===== config.mk =====
export PLATFORM = sky130hd
export DESIGN_NAME = dual_chan_regdec
export DESIGN_NICKNAME = d
export VERILOG_FILES = /design/src/rtl/regdec_pkg.sv /design/src/rtl/regdec_wr_sync.sv /design/src/rtl/regdec_steer.sv /design/src/rtl/regdec_chan_regs.sv /design/src/rtl/dual_chan_regdec.sv
export SDC_FILE = /design/constraint.sdc
export NUM_CORES = 1
export LEC_CHECK = 0
export ABC_AREA = 1
export BUFFER_PORTS_ARGS = -buffer_cell sky130_fd_sc_hd__buf_2
export CAP_MARGIN = 20
export CORE_MARGIN = 2
export CORE_UTILIZATION = 55
export CTS_CLUSTER_SIZE = 24
export DETAILED_ROUTE_END_ITERATION = 6
export GPL_TIMING_DRIVEN = 0
export PLACE_DENSITY = 0.71
export SYNTH_ARGS = -nofsm -noshare
export SYNTH_HDL_FRONTEND = slang
export SYNTH_HIERARCHICAL = 1
export SYNTH_SLANG_ARGS = --single-unit

===== constraint.sdc =====
create_clock -name clk -period 1.8 [get_ports clk]
set_input_delay 0.18 -clock clk [delete_from_list [all_inputs] [get_ports clk]]
set_output_delay 0.18 -clock clk [all_outputs]
set_load 0.02 [all_outputs]

===== src/rtl/regdec_pkg.sv =====
package regdec_pkg;

    localparam int DATA_W    = 8;
    localparam int ADDR_W    = 3;
    localparam int NUM_CH    = 2;
    localparam int REG_COUNT = 1 << ADDR_W;
    localparam int BCAST_BIT = 0;

    typedef logic [DATA_W-1:0] data_t;
    typedef logic [ADDR_W-1:0] addr_t;

    // Channel index: A is entry 0, B is entry 1
    typedef enum logic {
        CH_A = 1'b0,
        CH_B = 1'b1
    } chan_e;

    // One host access as seen on the bus pins
    typedef struct packed {
        logic  sel;
        chan_e chan;
        addr_t addr;
        data_t data;
    } bus_req_t;

    function automatic chan_e decode_chan(input logic chan_sel);
        return chan_sel ? CH_A : CH_B;
    endfunction

endpackage


===== src/rtl/regdec_wr_sync.sv =====
module regdec_wr_sync
    import regdec_pkg::*;
#(
    parameter int SYNC_STAGES = 2
) (
    input  logic     clk,
    input  logic     rst,
    input  logic     wr_n,
    input  bus_req_t req_in,
    output logic     commit,
    output bus_req_t req_out
);

    localparam int LAST = SYNC_STAGES - 1;

    // Entries 0..LAST are the synchronizer; entry SYNC_STAGES is the previous value
    logic [SYNC_STAGES:0] wr_pipe;
    bus_req_t             req_pipe [SYNC_STAGES];
    bus_req_t             held_q;
    logic                 wr_sync;

    always_ff @(posedge clk) begin
        if (rst) begin
            wr_pipe <= '1;
        end else begin
            wr_pipe <= {wr_pipe[SYNC_STAGES-1:0], wr_n};
        end
    end

    // Bus fields travel with the same latency as the strobe
    always_ff @(posedge clk) begin
        if (rst) begin
            for (int i = 0; i < SYNC_STAGES; i++) begin
                req_pipe[i] <= '0;
            end
        end else begin
            req_pipe[0] <= req_in;
            for (int i = 1; i < SYNC_STAGES; i++) begin
                req_pipe[i] <= req_pipe[i-1];
            end
        end
    end

    assign wr_sync = wr_pipe[LAST];

    // Keep the last fields seen while the strobe was low
    always_ff @(posedge clk) begin
        if (rst) begin
            held_q <= '0;
        end else if (!wr_sync) begin
            held_q <= req_pipe[LAST];
        end
    end

    assign commit  = wr_sync & ~wr_pipe[SYNC_STAGES];
    assign req_out = held_q;

endmodule


===== src/rtl/regdec_steer.sv =====
module regdec_steer
    import regdec_pkg::*;
(
    input  logic              commit,
    input  bus_req_t          req,
    input  logic [NUM_CH-1:0] bcast_bits,
    output logic [NUM_CH-1:0] we,
    output logic              broadcast
);

    assign broadcast = |bcast_bits;

    for (genvar c = 0; c < NUM_CH; c++) begin : g_we
        assign we[c] = commit & req.sel & (broadcast | (int'(req.chan) == c));
    end

endmodule


===== src/rtl/regdec_chan_regs.sv =====
module regdec_chan_regs
    import regdec_pkg::*;
#(
    parameter int AFR_ADDR = REG_COUNT - 1
) (
    input  logic  clk,
    input  logic  rst,
    input  logic  we,
    input  addr_t waddr,
    input  data_t wdata,
    input  addr_t raddr,
    output data_t rdata,
    output logic  bcast_bit
);

    data_t regs [REG_COUNT];

    always_ff @(posedge clk) begin
        if (rst) begin
            for (int i = 0; i < REG_COUNT; i++) begin
                regs[i] <= '0;
            end
        end else if (we) begin
            regs[waddr] <= wdata;
        end
    end

    assign rdata     = regs[raddr];
    assign bcast_bit = regs[AFR_ADDR][BCAST_BIT];

endmodule


===== src/rtl/dual_chan_regdec.sv =====
module dual_chan_regdec
    import regdec_pkg::*;
#(
    parameter int SYNC_STAGES = 2,
    parameter int AFR_ADDR    = REG_COUNT - 1
) (
    input  logic              clk,
    input  logic              rst,
    input  logic              cs_n,
    input  logic              chan_sel,
    input  logic [ADDR_W-1:0] addr,
    input  logic              wr_n,
    input  logic              rd_n,
    input  logic [DATA_W-1:0] wdata,
    output logic [DATA_W-1:0] rdata,
    output logic              rdata_oe
);

    bus_req_t          pin_req;
    bus_req_t          wr_req;
    logic              wr_commit;
    logic              bcast_on;
    logic [NUM_CH-1:0] ch_we;
    logic [NUM_CH-1:0] ch_bcast;
    data_t             ch_rdata [NUM_CH];
    logic              rd_active;
    chan_e             rd_chan;

    assign pin_req.sel  = ~cs_n;
    assign pin_req.chan = decode_chan(chan_sel);
    assign pin_req.addr = addr;
    assign pin_req.data = wdata;

    regdec_wr_sync #(
        .SYNC_STAGES(SYNC_STAGES)
    ) u_wr_sync (
        .clk    (clk),
        .rst    (rst),
        .wr_n   (wr_n),
        .req_in (pin_req),
        .commit (wr_commit),
        .req_out(wr_req)
    );

    regdec_steer u_steer (
        .commit    (wr_commit),
        .req       (wr_req),
        .bcast_bits(ch_bcast),
        .we        (ch_we),
        .broadcast (bcast_on)
    );

    for (genvar c = 0; c < NUM_CH; c++) begin : g_chan
        regdec_chan_regs #(
            .AFR_ADDR(AFR_ADDR)
        ) u_regs (
            .clk      (clk),
            .rst      (rst),
            .we       (ch_we[c]),
            .waddr    (wr_req.addr),
            .wdata    (wr_req.data),
            .raddr    (addr),
            .rdata    (ch_rdata[c]),
            .bcast_bit(ch_bcast[c])
        );
    end

    // Reads follow the live pins and are never broadcast
    assign rd_active = ~cs_n & ~rd_n;
    assign rd_chan   = decode_chan(chan_sel);
    assign rdata     = rd_active ? ch_rdata[int'(rd_chan)] : '0;
    assign rdata_oe  = rd_active;

endmodule


==> Word-level counts from Yosys, hierarchy flattened <==
Memories as Yosys holds them, arrays and structs flattened. A register that Yosys moved wholly into a read port is not among the register bits.
Index checks and enable logic that the tools add are counted.
{ "classes": {"n_bitwise": 14, "reduce_logical": 4, "order_cmp": 1, "n_mux": 22} }
{ "op_table": {"columns": ["cell", "n"], "rows": [
  ["$mux 8", 6],
  ["$ge 32x2->1 const B", 1],
  ["$not 1->32", 1],
  ["$mux 13", 2],
  ["$reduce_or 8->1", 2],
  ["$mux 1", 12],
  ["$mux 3", 2],
  ["$and 1x1->1", 5],
  ["$not 1->1", 4],
  ["$or 1x1->1", 4],
  ["$reduce_or 2->1", 1],
  ["$logic_not 1->1", 1]
]} }
{ "totals": {"inputBits": 17, "n_memories": 3, "register_bits": 3, "word_cells": 45, "output_inout_bits": 9, "ramBits": 154} }
{ "mem_list": {"columns": ["memory", "depth", "word_bits", "read_ports", "rd_clocked_by_memory_dff", "wr", "line", "source"], "rows": [
  ["g_chan[0].u_regs.regs", 8, 8, 2, 0, 8, "regdec_chan_regs.sv:16", "data_t regs [REG_COUNT];"],
  ["g_chan[1].u_regs.regs", 8, 8, 2, 0, 8, "regdec_chan_regs.sv:16", null],
  ["u_wr_sync.req_pipe", 2, 13, 2, 1, 2, "regdec_wr_sync.sv:18", "bus_req_t req_pipe [SYNC_STAGES];"]
]} }

==> Logic depth before layout (Yosys ltp) <==
{ "depth": {"word_depth": 9, "ltp_mapped": 12, "depth_no_buf": 10} }

==> By module <==
The synthesis kept the hierarchy.
{ "by_module_without_submodules": {"columns": ["mod", "area_per_inst_um2", "n_inst", "cells_each"], "rows": [
  ["regdec_chan_regs", 3246.9, 2, 378],
  ["regdec_wr_sync", 1378.8, 1, 172],
  ["dual_chan_regdec", 206.4, 1, 45],
  ["regdec_steer", 27.5, 1, 6]
]} }

==> Least setup slack after synthesis <==
Ideal clock, no wire load.
{ "synth_timing": {"path_kind": "reg2reg", "start": "reg u_wr_sync.wr_pipe[1]", "end": "mem g_chan[0].u_regs/regs[3][0] (netlist bit), enable pin", "n_path_buf": 2, "synth_period_minus_slack_ns": 1.883, "t_arrival_ns": 1.554, "setup_time_ns": 0.329, "setup_slack_ns": -0.083, "stages_incl_launch_ff": 11, "path_cell_list": "dfxtp_1 buf_6 buf_6 inv_1 nor2_1 nand2_1 a21oi_1 nand2_4 nor2_4 nand2_4 nand2_1"} }
{ "synth_rtl": {"columns": ["element", "line", "source"], "rows": [
  ["from (decl)", "regdec_wr_sync.sv:17", "logic [SYNC_STAGES:0] wr_pipe;"],
  ["from (signal assigned)", "regdec_wr_sync.sv:26", "wr_pipe <= {wr_pipe[SYNC_STAGES-1:0], wr_n};"],
  ["to (decl)", "regdec_chan_regs.sv:16", null]
]} }

==> results.md <==
- Status: complete, no violations
- Most frequent cells in the layout: nand2_1 (246), inv_1 (205), nor2_1 (198)
- LEAKAGE: ~4.5 nW
- VDD IR max: 0.7379 mV
- Initial antenna violation count: 0
- TritonCTS clock tree: built
- Syn Area/Cell: about 8.3 um2
- Fmax: approximately 560 MHz
- Post-synth net total: 995
- GR Util met2: between 30% and 40%
- Initial DRC count: ~540
- FP Rows: 44
- Share of cells above drive strength 1: 16.34%
- Hold Path Class: in -> reg
- Yosys warns: 6
- Die area: 0.01572 mm2
- Number of CTS-inserted buffers: 17
- WL final: about 18 mm
- Die height: 125.4 um
- Final Wtd Congestion: 0.7978
- GRT overflow: 0
- PwrDens: approximately 900 mW/mm2
- Fin Hold WS: 0.04668 ns
- N_diodes: 0
- Cell count after synthesis: 978
- Final design utilization: roughly two thirds
- Largest net degree at the start of global routing: 18
- Storage cell area: 0.004687 mm2
- Critical Path Start Type: flop
- Mapped Area: about 0.0081 mm2
- Max-slew headroom: 46.81%
- Commonest non-fill, non-tap cell in the layout: nand2_1
- Routed WL per cell: around 15 um
- DPL Wire Length: between 10 and 15 mm
- Pins over their slew limit: 0
- CTS clk-pin slew, worst paths: 0.06 ns
- DRT antenna net count: 0
- Min cycle time layout: 1.782 ns
- H-Tree Depth: 4
- Setup violators final: 0
- Total Routing Usage GR: 24.21%
- CP arrival: 1.60 ns
- Root Buffer: clkbuf_16
- CTS sink count: 170
- Clock Latency Late Sink: 0.43 ns
- Final nets: 1,063
- Die X: 125.4 um
- Area of the multi-input gates: 0.002845 mm2
- Top Ports: 26
- Critical path capture point type: output port
- Drt pass-1 iters: 5
- Vias per cell: 4.846
- First-pass GRT wire length: 28.73 mm
- Initial Util: 55.96%
- Required time of the critical path: 1.62 ns
- GR Util met3: 5.691%
- Via count: around 6,000
- Maxcap violations: 0
- Hold Vio Cnt, Final: 0
- Vias in the first global route: 5,629
- Unrepaired setup endpoints after global routing: true
- Clock skew: 0.006739 ns
- GRT busiest layer: met2
- Worst Path Max Fanout: 1
- WS Path Type: reg -> out
- Port bufs: 24
- Met1 GRT Util: 33.40%
- Fillers: 1,078
- Core ar.: 0.01448 mm2
- Remaining DRCs: 0
- Worst slew pin tran: ~0.80 ns
- Longest Clk Path Bufs: 2
- Fin crit share: between 90% and 100%
- Syn-to-layout area delta: 21.32%
[layer usage]
metal / vias to the layer above / routed length (um) / share of wire (%)
li1: 3060 / - / -
met3: 38 / 1350 / 7.5
met5: - / 0 / 0
met4: 0 / 506 / 2.8
met1: 2711 / 7979 / 44
met2: 214 / 8217 / 46
[cell type report]
cell class,instances,share of cell area (%)
plain buffers,30,2.202
clock buffers,24,5.880
clock inverters,8,0.4582
inverters,212,8.120
multi-input cells,567,28.94
flip-flops and latches,170,47.68
well taps,184,2.342
repair buffers,48,4.378
[critical path, cell delays in order, from the launching register on]
cell	delay, ns
edfxtp_1	0.36
inv_1	0.10
nand2_1	0.10
nand3_2	0.12
nand2_1	0.07
nand2_1	0.06
nand2_1	0.05
nor2_1	0.11
nor2_1	0.06
buf_4	0.15
[per-stage QoR]
stage	worst slack [ns]	cell area (um2)	setup TNS [ns]	total power [mW]	std cells
6_report	0.01841	9831	0	8.891	1243
5_1_grt	-0.1197	9831	-1.801	9.192	1243
4_1_cts	0.001248	9517	0	8.905	1234
3_5_place_dp	-0.4074	8463	-41.71	5.178	1186
3_3_place_gp	-0.3793	8463	-39.09	5.161	1186
2_1_floorplan	-0.08280	8113	-7.928	4.955	978
[power breakdown]
| group | total [mW] | switching (mW) | internal, mW | leakage (nW) |
|---|---|---|---|---|
| Sequential | 4.40 | 0.0556 | 4.34 | 1.67 |
| Combinational | 0.803 | 0.547 | 0.255 | 2.54 |
| Clock | 3.69 | 1.45 | 2.24 | 0.318 |
| Total | 8.89 | 2.05 | 6.84 | 4.53 |
[timing repair]
item                                    in CTS  in global routing
gates resized for setup                     48                 42
hold buffers                                11                  0
setup buffers                                6                  7
endpoints found under the hold margin       11                  0
cloned                                       0                  2
endpoints found under the setup margin     239                137
pin swaps                                    9                 19
[worst paths after layout]
check / from / endpoint / slack [ns] / depth (start not counted)
min reg2reg: u_wr_sync/req_pipe[0][4] / u_wr_sync/req_pipe[1][4] / 0.40 / 2
max: g_chan[1].u_regs/regs[3][5] / rdata[5] / 0.02 / 9
min: addr[2] / u_wr_sync/req_pipe[0][10] / 0.05 / 3
max reg2reg: u_wr_sync/wr_pipe[1] / g_chan[1].u_regs/regs[0][5] / 0.05 / 10
[state kept, by name, indices dropped and copies added, names as in the netlist]
signal and count:
u_wr_sync/req_pipe 26, g_chan.u_regs/regs 128, u_wr_sync/wr_pipe 3, u_wr_sync/req_out 13
Power figures use the tool's default switching activity.
